--- src/rtl/dma_arb_pkg.sv ---
package dma_arb_pkg;
  // Source-select codes; peripheral lines occupy codes 1 .. 4
  localparam int SRC_SW   = 0;
  localparam int SRC_PER0 = 1;
  localparam int SRC_CASC = 5;

  // Channel whose single-transfer completion starts channel dst (-1: none)
  function automatic int single_link_src(input int dst);
    case (dst)
      0:       return 2;
      1:       return 0;
      2:       return 1;
      4:       return 3;
      5:       return 7;
      6:       return 5;
      7:       return 6;
      9:       return 8;
      default: return -1;
    endcase
  endfunction

  // Channel whose count underflow starts channel dst (-1: none)
  function automatic int uflow_link_src(input int dst);
    return (dst == 5) ? 0 : -1;
  endfunction
endpackage

--- src/rtl/dma_req_sel.sv ---
module dma_req_sel
  import dma_arb_pkg::*;
#(
  parameter int SRC_W = 3,
  parameter int NPER  = 4
) (
  input  logic [SRC_W-1:0] sel,
  input  logic             sw,
  input  logic [NPER-1:0]  periph,
  input  logic             casc,
  output logic             req
);
  always_comb begin
    req = 1'b0;
    if (sel == SRC_W'(SRC_SW)) req = sw;
    if (sel == SRC_W'(SRC_CASC)) req = casc;
    for (int p = 0; p < NPER; p++) begin
      if (sel == SRC_W'(SRC_PER0 + p)) req = periph[p];
    end
  end
endmodule

--- src/rtl/dma_pend_bank.sv ---
module dma_pend_bank #(
  parameter int NUM_CH = 10
) (
  input  logic              clk,
  input  logic              rst,
  input  logic [NUM_CH-1:0] en,
  input  logic [NUM_CH-1:0] set,
  input  logic [NUM_CH-1:0] clr,
  output logic [NUM_CH-1:0] pend
);
  // A new request wins over a same-cycle grant; disabled channels drop all
  always_ff @(posedge clk) begin
    if (rst) pend <= '0;
    else     pend <= ((pend & ~clr) | set) & en;
  end
endmodule

--- src/rtl/dma_prio_pick.sv ---
module dma_prio_pick #(
  parameter int NUM_CH = 10
) (
  input  logic [NUM_CH-1:0] elig,
  output logic [NUM_CH-1:0] win
);
  // Scan from the lowest priority up so the lowest index is written last
  always_comb begin
    win = '0;
    for (int i = NUM_CH - 1; i >= 0; i--) begin
      if (elig[i]) begin
        win    = '0;
        win[i] = 1'b1;
      end
    end
  end
endmodule

--- src/rtl/dma_req_arbiter.sv ---
module dma_req_arbiter
  import dma_arb_pkg::*;
#(
  parameter int NUM_CH = 10,
  parameter int SRC_W  = 3,
  parameter int NPER   = 4
) (
  input  logic                    clk,
  input  logic                    rst,
  input  logic [NUM_CH-1:0]       ch_en,
  input  logic [NUM_CH*SRC_W-1:0] ch_src,
  input  logic [NUM_CH-1:0]       sw_trig,
  input  logic [NPER-1:0]         periph_req,
  input  logic [NUM_CH-1:0]       xfer_done,
  input  logic [NUM_CH-1:0]       cnt_uflow,
  input  logic                    eng_busy,
  output logic [NUM_CH-1:0]       grant,
  output logic                    grant_vld
);
  logic [NUM_CH-1:0] casc_evt;
  logic [NUM_CH-1:0] casc_single;
  logic [NUM_CH-1:0] casc_uflow;
  logic [NUM_CH-1:0] req_in;
  logic [NUM_CH-1:0] pend_q;
  logic [NUM_CH-1:0] elig;
  logic [NUM_CH-1:0] win;
  logic              casc_unused;

  assign casc_unused = ^{xfer_done, cnt_uflow};

  for (genvar c = 0; c < NUM_CH; c++) begin : g_ch
    localparam int LS = single_link_src(c);
    localparam int LU = uflow_link_src(c);

    if (LS >= 0 && LS < NUM_CH) begin : g_single
      assign casc_single[c] = xfer_done[LS];
    end else begin : g_no_single
      assign casc_single[c] = 1'b0;
    end

    if (LU >= 0 && LU < NUM_CH) begin : g_uflow
      assign casc_uflow[c] = cnt_uflow[LU];
    end else begin : g_no_uflow
      assign casc_uflow[c] = 1'b0;
    end

    assign casc_evt[c] = casc_single[c] | casc_uflow[c];

    dma_req_sel #(.SRC_W(SRC_W), .NPER(NPER)) sel_i (
      .sel    (ch_src[c*SRC_W +: SRC_W]),
      .sw     (sw_trig[c]),
      .periph (periph_req),
      .casc   (casc_evt[c]),
      .req    (req_in[c])
    );
  end

  assign elig = pend_q & ch_en & {NUM_CH{~eng_busy}};

  dma_prio_pick #(.NUM_CH(NUM_CH)) pick_i (
    .elig (elig),
    .win  (win)
  );

  dma_pend_bank #(.NUM_CH(NUM_CH)) pend_i (
    .clk  (clk),
    .rst  (rst),
    .en   (ch_en),
    .set  (req_in),
    .clr  (win),
    .pend (pend_q)
  );

  always_ff @(posedge clk) begin
    if (rst) begin
      grant     <= '0;
      grant_vld <= 1'b0;
    end else begin
      grant     <= win;
      grant_vld <= |win;
    end
  end
endmodule

--- config.mk ---
export PLATFORM = sky130hd
export DESIGN_NAME = dma_req_arbiter
export DESIGN_NICKNAME = d
export VERILOG_FILES = /design/src/rtl/dma_arb_pkg.sv /design/src/rtl/dma_req_sel.sv /design/src/rtl/dma_pend_bank.sv /design/src/rtl/dma_prio_pick.sv /design/src/rtl/dma_req_arbiter.sv
export SDC_FILE = /design/constraint.sdc
export NUM_CORES = 1
export LEC_CHECK = 0
export BUFFER_PORTS_ARGS = -buffer_cell sky130_fd_sc_hd__buf_4
export CAP_MARGIN = 30
export CORE_MARGIN = 2
export CORE_UTILIZATION = 39
export DETAILED_ROUTE_END_ITERATION = 8
export PLACE_DENSITY = 0.77
export SKIP_CTS_REPAIR_TIMING = 1
export SLEW_MARGIN = 25
export SYNTH_ARGS = -nofsm -noshare
export SYNTH_HDL_FRONTEND = slang
export SYNTH_HIERARCHICAL = 1
export SYNTH_SLANG_ARGS = --single-unit
--- constraint.sdc ---
create_clock -name clk -period 1.8 [get_ports clk]
set_input_delay 0.18 -clock clk [delete_from_list [all_inputs] [get_ports clk]]
set_output_delay 0.18 -clock clk [all_outputs]
set_load 0.01 [all_outputs]
# --- Yosys cells after proc, flatten, opt, wreduce, memory -nomap -nowiden ---
# Index checks and enable logic that the tools add are counted.
totals:
  wordCells: 142
  in_bits: 77
  latch_bits: 0
  mem_bits_rw: 0
  regBits: 21
  out_inout_bits: 11
  mem_count: 0
  mem_bits_ro: 0
classes:
  n_mul: 0
  n_eq_ne: 50
  magnitude_cmp: 0
  n_reduce_logical: 11
  add_sub_neg: 0
  shift: 0
  div_mod_pow: 0
  n_bitwise: 8
  muxes: 70
op_table:
  columns: ["cell", "n"]
  rows:
  - ["10-bit two-way mux", 10]
  - ["3-bit by 2-bit equality test with 1-bit output, second input constant", 20]
  - ["3-bit equality test, second input constant", 20]
  - ["1-bit two-way mux", 60]
  - ["10-bit bitwise AND", 4]
  - ["3-bit by 1-bit equality test with 1-bit output, second input constant", 10]
  - ["3-bit zero test", 10]
  - ["10-bit inverter", 1]
  - ["10-bit bitwise OR", 1]
  - ["10-bit OR reduction", 1]
  - ["1-bit inverter", 1]
  - ["1-bit bitwise OR", 1]

# --- Depth between registers and ports, before layout ---
# Gate-level depths: netlist of run 1.
logic_depth:
  depth_word: 16
  ltp_mapped: 7
  mapped_depth_nobuf: 6

# --- By module ---
# Netlist of run 1, hierarchy kept.
by_module_without_submodules:
  columns: ["module", "area_per_inst_um2", "cells_per_inst", "seq_area_each_um2", "instances"]
  rows:
  - ["dma_req_sel", 47.5, 4, 0.0, 10]
  - ["dma_req_arbiter", 417.9, 49, 220.2, 1]
  - ["dma_pend_bank", 366.6, 31, 200.2, 1]
  - ["dma_prio_pick", 153.9, 17, 0.0, 1]

# --- Worst setup path after synthesis of run 1 ---
# No wires, ideal clock.
synth_timing:
  kind: "input-to-reg"
  startpoint: "input eng_busy"
  endpoint: "register pend_i.pend[6]"
  slack_ns: 0.011
  required_ns: 1.684
  n_path_buf: 2
  setup_time_ns: 0.116
  t_arrival_ns: 1.673
  cell_stages: 7
  path_cell_list: "buf_2 > nor2_1 > or4_4 > buf_6 > nor4b_2 > nor2b_1 > o211a_1"
synth_between:
  word_cells_on_any_way: 15
  classes_between: "mux: 9; bitwise: 6"
synth_lines:
  columns: ["item", "line", "text"]
  rows:
  - ["start: declaration", "dma_req_arbiter.sv:16", "input logic eng_busy,"]
  - ["1-bit inverter", "dma_req_arbiter.sv:58", "assign elig = pend_q & ch_en & {NUM_CH{~eng_busy}};"]
  - ["10-bit bitwise AND", "dma_req_arbiter.sv:58", null]
  - ["net elig[0]", "dma_req_arbiter.sv:25", "logic [NUM_CH-1:0] elig;"]
  - ["10-bit two-way mux", "dma_prio_pick.sv:11", "if (elig[i]) begin"]
  - ["net win[6]", "dma_req_arbiter.sv:26", "logic [NUM_CH-1:0] win;"]
  - ["10-bit inverter", "dma_pend_bank.sv:14", "else pend <= ((pend & ~clr) | set) & en;"]
  - ["10-bit bitwise AND", "dma_pend_bank.sv:14", null]
  - ["10-bit bitwise OR", "dma_pend_bank.sv:14", null]
  - ["10-bit bitwise AND", "dma_pend_bank.sv:14", null]
  - ["end signal: assignment", "dma_pend_bank.sv:14", null]
  - ["end: declaration", "dma_pend_bank.sv:9", "output logic [NUM_CH-1:0] pend"]
# The timed path passes the listed nets, and every way through them passes these cells.
# A chain may end at the register's enable or synchronous reset.

# --- Final worst setup path of run 1 ---
layout_timing:
  startpoint: "register pend_i.pend[3]"
  endpoint: "register grant_vld"
layout_between:
  elab_chain_cells: 7
layout_lines:
  columns: ["item", "line", "text"]
  rows:
  - ["10-bit bitwise AND (2 in a row)", "dma_req_arbiter.sv:58", null]
  - ["net elig[3]", "dma_req_arbiter.sv:25", null]
  - ["10-bit two-way mux (4 in a row)", "dma_prio_pick.sv:11", null]
  - ["net win[8]", "dma_req_arbiter.sv:26", null]
  - ["10-bit OR reduction", "dma_req_arbiter.sv:80", "grant_vld <= |win;"]
  - ["end signal: assignment", "dma_req_arbiter.sv:80", null]
  - ["end: declaration", "dma_req_arbiter.sv:18", "output logic grant_vld"]
# The timed path passes the listed nets, and every way through them passes these cells.

==> flow_summary.yaml, run 1 <==
outcome:
  status: "complete, no violations"
synthesis:
  yosys_warnings: 6
  synth_cell_type_count: 29
  synth-edff-count: 0
  synthFlopType: "dfxtp_1"
  async_flop_share_pct: 0
  ys_seq_elements: 21
  synth.avg_cell_area_sq_um: 10.32
  postSynthCellCount: 137
  netlist_area_sq_um: 1414
  ys_seq_area_share_pct: 29.73
routing:
  vias_per_cell: 4.936
  routed_wl_um: 3253
  first_pass_iters: 4
  drtAntennaViolNets: 0
  drc: 0
  wl_per_cell_um: 12.32
  num_vias: 1303
  drt_iter0_drc: 32
sta:
  hold_violations: 0
  min_period_ns: 1.735
  max_freq_ghz: 0.5764
  timing.final.crit_share_pct: 96.38
  setup_viol: 0
  whs_ns: 0.1084
  final.setup_skew_ns: 0.004457
  drv_slew: 0
  tns_ns: 0
  grt_setup_unrepaired: "true"
final_layout:
  final_core_util_pct: 61.50
  final_common_cell: "buf_4"
  final_nets: 296
  final_cells: 264
  num_antenna_cells: 0
  area_growth_syn_to_layout_pct: 48.58
  drive_gt1_share_pct: 55.50
  final_cell_mix: "buf_4 (80), nor2_1 (20), nor2b_1 (19), dfxtp_1 (19)"
clock_network:
  cts_tree: "yes"
  root_buffer: "clkbuf_4"
  clock_latency_ns: 0.29
  clock_sinks: 21
  clk_pin_slew_ns: 0.11
  htree_levels: 1
  numCtsBuffers: 3
  cts_buffer_depth: 2
hold_path:
  hp-class: "primary input to flip-flop"
place:
  globalplace.congestion: 0.6996
  dp_hpwl_um: 2706
  place_inst: 260
  io_buffers: 76
setup_path:
  cp.arrival_ns: 1.97
  worst-setup-path-type: "flip-flop to flip-flop"
  cp_cell_sequence: "nand2_2 > nor2_2 > or4_4 > nor4_4 > buf_4 > nor4_2 > a31oi_1"
  worst_setup_path_end_kind: "flip-flop"
  crit_slowest_cell: "or4_4"
  crit_buf_inv: 1
  cp-start-kind: "flip-flop"
  max_stage_delay_ns: 0.61
  worstPathMaxFanout: 6
  critPathTopFamily: "simple AND/OR/NAND/NOR gates"
  ff2ff_setup_slack_ns: 0.07
  required_ns: 2.03
power:
  leakagePower_nw: 1.045
  ir_worst_vdd_mv: 0.1862
  p_int_mw: 0.7677
  power_mw: 1.020
  p_clk_share_pct: 21.6
  power_frac_seq_pct: 47.9
  switchingPower_mw: 0.2521
  powerDensity_nw_per_um2: 485.5
  power_frac_comb_pct: 30.5
  p_sw_share_pct: 24.72
global_routing:
  grt_pass1_vias: 1358
  grt_pass1_wl_um: 5526
  grt_max_degree: 13
  antenna_found_initial: 0
  grtUsageTotal_pct: 16.54
  overflow: 0
floorplan:
  start_util_pct: 41.39
  die-area_sq_um: 4123
  io_pins: 88
  die_y_um: 64.21
  fp.dieW_um: 64.21
  core_sq_um: 3416
  rows: 21
flow_run:
  cap_violations: 0
==> kinds of logic (layout without fill, tap and decap cells) <==
family                 Yosys count  in the layout  synth area share [%]
and+or+nand+nor                 66             66                 28.23
muxes                           30             30                 30.97
other                            1              2                0.2652
AOI/OAI and AO/OA               11             11                 7.523
DFF                             21             21                 29.73
buffers and inverters            8             88                 3.274
==> Yosys cell counts (3+ instances only) <==
cell type | n | area (sq um)
nor4_2 | 3 | 37.54
inv_1 | 3 | 11.26
dfxtp_1 | 21 | 420.4
mux4_2 | 10 | 225.2
nor2b_1 | 19 | 118.9
o211a_1 | 10 | 100.1
mux2i_1 | 10 | 100.1
nor2_1 | 22 | 82.58
mux2_2 | 10 | 112.6
nand2_1 | 10 | 37.54
==> cell type report <==
type,instances,area [sq um]
clock buffers,4,26.28
fillers,325,1315
inverters,4,15.01
multi-input cells,109,978.4
flip-flops and latches,21,422.9
well taps,46,57.56
repair buffers,80,600.6
==> power by group through the flow <==
stage / clock, mW / sequential, mW / combinational, mW
floorplan: 0 / 0.500 / 0.147
CTS: 0.232 / 0.488 / 0.309
global route: 0.249 / 0.491 / 0.339
detailed placement: 0 / 0.499 / 0.307
finish: 0.220 / 0.489 / 0.311
global placement: 0 / 0.498 / 0.303
==> stage by stage <==
stage	instance area [sq um]	worst slack, ns
after floorplan	1418	0.01111
after global placement	2044	0.04268
after detailed placement	2044	0.01423
after CTS	2071	-0.005893
after global routing	2101	-0.009426
final	2101	0.06508
==> path summary, 6_finish.rpt <==
path                   from              to  depth (start not counted)
min                ch_en[0]  pend_i/pend[0]                          2
min reg2reg  pend_i/pend[6]  pend_i/pend[6]                          2
max reg2reg  pend_i/pend[3]       grant_vld                          7
max          pend_i/pend[3]       grant_vld                          7
==> state kept, by name (all words and copies together), names as in the netlist <==
register,count
grant_vld,1
grant,10
pend_i/pend,10
==> routing by layer <==
layer  vias up  wire length (um)  GRT usage (%)
met2        58              1464          28.65
li1        659                 -              -
met5         -                 0              0
met3         4               380          5.458
met1       582              1359          18.64
met4         0                48          6.649
(Power assumes the default switching activity.)
==> inputs of run 2 (changes only) <==
--- a/config.mk
+++ b/config.mk
@@ -7,6 +7,7 @@
 export LEC_CHECK = 0
 export BUFFER_PORTS_ARGS = -buffer_cell sky130_fd_sc_hd__buf_4
 export CAP_MARGIN = 30
+export CORE_ASPECT_RATIO = 1.75
 export CORE_MARGIN = 2
 export CORE_UTILIZATION = 39
 export DETAILED_ROUTE_END_ITERATION = 8
==> run 2 against run 1 <==
Effect of this change: global-route usage is 1.1 points higher; count of clock-buffer cells in the layout stayed put; sequential power about the same; fmax up 1.5%; clock skew increased by 0.00089 ns; routed wire length up 6.8%; combinational power barely moved; total power grew 7.4%; non-clock buffer count unchanged; worst setup slack gained 0.026 ns; critical endpoint unchanged; largest power group unchanged; highest routed layer unchanged.
==> flow_summary.yaml, run 2 (synthesis gave the netlist of run 1 again) <==
setup_path:
  required_ns: 1.98
  crit_slowest_cell: "or4_4"
  worstPathMaxFanout: 6
  cp.arrival_ns: 1.89
  worst_setup_path_end_kind: "flip-flop"
  cp-start-kind: "flip-flop"
  cp_cell_sequence: "nand2_1 > nor2_1 > or4_4 > nor4_4 > buf_4 > nor4_2 > a31oi_1"
  max_stage_delay_ns: 0.62
  worst-setup-path-type: "flip-flop to flip-flop"
floorplan:
  die_y_um: 83.65
  die-area_sq_um: 4142
  io_pins: 88
  start_util_pct: 39.76
  fp.dieW_um: 49.52
  rows: 29
  core_sq_um: 3556
clock_network:
  clk_pin_slew_ns: 0.07
  cts_buffer_depth: 2
  clock_latency_ns: 0.25
  root_buffer: "clkbuf_8"
  numCtsBuffers: 3
  cts_tree: "yes"
  clock_sinks: 21
  htree_levels: 1
global_routing:
  grt_pass1_vias: 1339
  antenna_found_initial: 0
  grtUsageTotal_pct: 17.61
  grt_pass1_wl_um: 5775
  overflow: 0
  grt_max_degree: 13
power:
  powerDensity_nw_per_um2: 519.9
  power_frac_seq_pct: 44.5
  leakagePower_nw: 1.051
  switchingPower_mw: 0.2581
  power_mw: 1.095
  power_frac_comb_pct: 28.3
  p_int_mw: 0.8374
  p_clk_share_pct: 27.1
  ir_worst_vdd_mv: 0.3014
  p_sw_share_pct: 23.56
sta:
  final.setup_skew_ns: 0.005352
  max_freq_ghz: 0.5853
  min_period_ns: 1.709
  setup_viol: 0
  hold_violations: 0
  tns_ns: 0
  drv_slew: 0
  max_slew_margin_pct: 63.22
  tightest_slew_ns: 0.5441
  grt_setup_unrepaired: "true"
  timing.final.crit_share_pct: 94.92
routing:
  routed_wl_um: 3474
  drtAntennaViolNets: 0
  first_pass_iters: 4
  wl_per_cell_um: 13.16
  vias_per_cell: 5.053
  drt_iter0_drc: 12
  drc: 0
  num_vias: 1334
final_layout:
  final_core_util_pct: 59.25
  reg_top3: "grant x10, pend_i/pend x10, grant_vld x1"
  area_growth_syn_to_layout_pct: 49.03
  design_area_sq_um: 2107
  num_antenna_cells: 0
  final_nets: 296
  final_cells: 264
  drive_gt1_share_pct: 52.75
  nFillCells: 340
  final_cell_mix: "buf_4 (80), nor2_1 (22), dfxtp_1 (21)"
  final_common_cell: "buf_4"
place:
  io_buffers: 76
  globalplace.congestion: 0.8174
  place_inst: 260
  dp_hpwl_um: 2934
  post_dp_cell_area_sq_um: 2044
hold_path:
  hp-class: "primary input to flip-flop"
flow_run:
  cap_violations: 0
outcome:
  status: "complete, no violations"
-- run 2: final cells by class --
cell class / count / area, sq um / area share, %
multi-input cells: 109 / 968.4 / 45.96
repair buffers: 80 / 600.6 / 28.50
flip-flops and latches: 21 / 420.4 / 19.95
well taps: 46 / 57.56 / 2.732
clock buffers: 4 / 45.04 / 2.138
inverters: 4 / 15.01 / 0.7126
-- run 2: critical path: cells and delay by family (launching register included) --
family                 cells  cell delay [ns]
AOI/OAI and AO/OA          1             0.15
buffers and inverters      1             0.16
DFF                        1             0.31
and+or+nand+nor            5             1.02
-- run 2: final timing paths --
kind | startpoint | end | slack (ns) | cells past startpoint
worst max-delay path | pend_i/pend[3] | grant_vld | 0.09 | 7
worst min-delay path | ch_en[2] | pend_i/pend[2] | 0.16 | 2
worst max register to register | pend_i/pend[3] | grant_vld | 0.09 | 7
worst min register to register | pend_i/pend[5] | pend_i/pend[5] | 0.61 | 2
-- run 2: per-layer routing --
metal | global-route usage, % | wire (um) | vias to the layer above
met2 | 35.01 | 2075 | 47
li1 | - | - | 656
met1 | 17.71 | 1142 | 625
met3 | 2.151 | 173 | 6
met4 | 6.566 | 82 | 0
met5 | 0 | 0 | -
-- run 2: through the flow --
stage / setup WS, ns / hold WS (ns)
after floorplan: 0.01111 / 0.2516
after global placement: 0.05658 / 0.4128
after detailed placement: 0.04546 / 0.4170
after CTS: 0.04031 / 0.1557
after global routing: -0.01733 / 0.1548
final: 0.09139 / 0.1581
-- run 2: power by group through the flow --
| stage | clock [mW] | sequential, mW | combinational [mW] |
|---|---|---|---|
| final | 0.297 | 0.488 | 0.310 |
| after global routing | 0.325 | 0.490 | 0.338 |
| after CTS | 0.306 | 0.488 | 0.310 |
| after detailed placement | 0 | 0.499 | 0.308 |
| after global placement | 0 | 0.498 | 0.301 |
| after floorplan | 0 | 0.500 | 0.147 |
==> inputs of run 3 (changes only) <==
--- a/config.mk
+++ b/config.mk
@@ -9,9 +9,10 @@
 export CAP_MARGIN = 30
 export CORE_ASPECT_RATIO = 1.75
 export CORE_MARGIN = 2
-export CORE_UTILIZATION = 39
+export CORE_UTILIZATION = 40
+export CTS_BUF_LIST = sky130_fd_sc_hd__clkbuf_2
 export DETAILED_ROUTE_END_ITERATION = 8
-export PLACE_DENSITY = 0.77
+export PLACE_DENSITY = 0.79
 export SKIP_CTS_REPAIR_TIMING = 1
 export SLEW_MARGIN = 25
 export SYNTH_ARGS = -nofsm -noshare
==> run 3 against run 2 <==
Effect of this change: the run now ends with negative setup slack left; final cell count up 0.38%; flip-flop and latch count unchanged; first-iteration DRC count down 58%; combinational power about the same; non-clock buffer count up 2; register-to-register slack worse by 0.12 ns; sequential power about the same; clock power down 33%; die area down 2.3%; fmax down 6.8%.
==> flow_summary.yaml, run 3 (synthesis gave the netlist of run 1 again) <==
power:
  powerDensity_nw_per_um2: 473.6
  ir_worst_vdd_mv: 0.2712
  leakagePower_nw: 1.055
  power_mw: 1.001
global_routing:
  grt_max_degree: 13
  grtUsageTotal_pct: 16.65
  overflow: 0
  antenna_found_initial: 0
  grt_pass1_wl_um: 5340
  grt_pass1_vias: 1301
setup_path:
  worstPathMaxFanout: 6
  worst-setup-path-type: "flip-flop to flip-flop"
  cp_cell_sequence: "nand2_2 > nor2_2 > or4_4 > nor4_4 > buf_4 > nor2b_1 > o211a_1"
  crit_slowest_cell: "or4_4"
  cp.arrival_ns: 2.08
  cp-start-kind: "flip-flop"
  max_stage_delay_ns: 0.61
  required_ns: 2.04
  worst_setup_path_end_kind: "flip-flop"
  r2r_start: "pend_i/pend[3]"
  r2r_end: "pend_i/pend[8]"
  ff2ff_setup_slack_ns: -0.03
  ff2ff_path_depth: 7
flow_run:
  cap_violations: 0
place:
  globalplace.congestion: 0.7009
  place_inst: 259
  dp_hpwl_um: 2716
  place_ws_ns: 0.02716
  io_buffers: 76
routing:
  drt_iter0_drc: 5
  num_vias: 1313
  wl_per_cell_um: 12.19
  vias_per_cell: 4.955
  routed_wl_um: 3231
  first_pass_iters: 4
  drc: 0
  drtAntennaViolNets: 0
final_layout:
  final_core_util_pct: 62.22
  drive_gt1_share_pct: 56.36
  num_antenna_cells: 0
  multi_input_area_sq_um: 984.7
  area_growth_syn_to_layout_pct: 49.56
  final_cells: 265
  reg_top3: "grant x10, pend_i/pend x10, grant_vld x1"
  ff_latch_area_sq_um: 422.9
  final_common_cell: "buf_4"
  final_nets: 298
  nFillCells: 310
  final_cell_mix: "buf_4 (82), nor2_1 (20), nor2b_1 (19), dfxtp_1 (19)"
outcome:
  status: "finished, violations left"
  failed_checks: "negative setup slack"
sta:
  setup_ws_ns: -0.03268
  max_freq_ghz: 0.5456
  setup_viol: 1
  hold_violations: 0
  grt_setup_unrepaired: "true"
  tightest_slew_ns: 0.5636
  final.setup_skew_ns: 0.01023
  timing.final.crit_share_pct: 101.8
  max_slew_margin_pct: 61.90
  min_period_ns: 1.833
  drv_slew: 0
hold_path:
  hp-start: "ch_en[6]"
  hp-class: "primary input to flip-flop"
  whs_path_depth: 2
  hold_path_end: "pend_i/pend[6]"
floorplan:
  core_sq_um: 3398
  io_pins: 88
  start_util_pct: 41.61
  fp.dieW_um: 48.94
  die_y_um: 82.65
  rows: 28
  die-area_sq_um: 4045
clock_network:
  cts_tree: "yes"
  numCtsBuffers: 3
  clock_latency_ns: 0.31
  root_buffer: "clkbuf_2"
  cts_buffer_depth: 2
  clock_sinks: 21
  htree_levels: 1
  clk_pin_slew_ns: 0.20
==> run 3: area by class of cell <==
| cell class | count | area share, % |
|---|---|---|
| Inverter | 4 | 0.7101 |
| Tap cell | 45 | 2.663 |
| Multi-Input combinational cell | 109 | 46.57 |
| Clock buffer | 4 | 0.9467 |
| Sequential cell | 21 | 20.00 |
| Timing Repair Buffer | 82 | 29.11 |
==> run 3: worst max-delay path: cells and delay by family (launching register included) <==
| family | cells | cell delay, ns |
|---|---|---|
| buffers and inverters | 1 | 0.15 |
| and+or+nand+nor | 5 | 1.06 |
| AOI/OAI and AO/OA | 1 | 0.19 |
| DFF | 1 | 0.36 |
==> run 3: routing by layer <==
metal	global-route usage, %	part of all wire [%]	vias up
met5	0	0	-
met4	9.143	1.2	0
met3	3.957	9.4	2
met2	31.64	54	62
met1	16.59	35	590
li1	-	-	659
==> run 3: worst max path at each step <==
| stage | from | slack (ns) | end | cells after the start |
|---|---|---|---|---|
| 5_1_grt | pend_i/pend[3] | -0.06 | pend_i/pend[8] | 7 |
| 3_5_place_dp | pend_i/pend[0] | 0.03 | pend_i/pend[6] | 6 |
| 3_3_place_gp | ch_en[0] | 0.03 | pend_i/pend[6] | 7 |
| 6_report | pend_i/pend[3] | -0.03 | pend_i/pend[8] | 7 |
| 4_1_cts | pend_i/pend[0] | 0.01 | grant_vld | 7 |
| 2_1_floorplan | eng_busy | 0.01 | pend_i/pend[6] | 7 |
==> run 3: power breakdown <==
part	internal [mW]	switching, mW
logic	0.201	0.111
registers	0.484	0.00656
clock network	0.0588	0.140
==> run 3: through the flow <==
stage | area, sq um | hold slack [ns] | setup TNS (ns)
detailed placement | 2043 | 0.4159 | 0
global placement | 2043 | 0.4124 | 0
global route | 2115 | 0.03841 | -0.1677
finish | 2115 | 0.07515 | -0.03268
floorplan | 1418 | 0.2516 | 0
CTS | 2063 | 0.05816 | 0
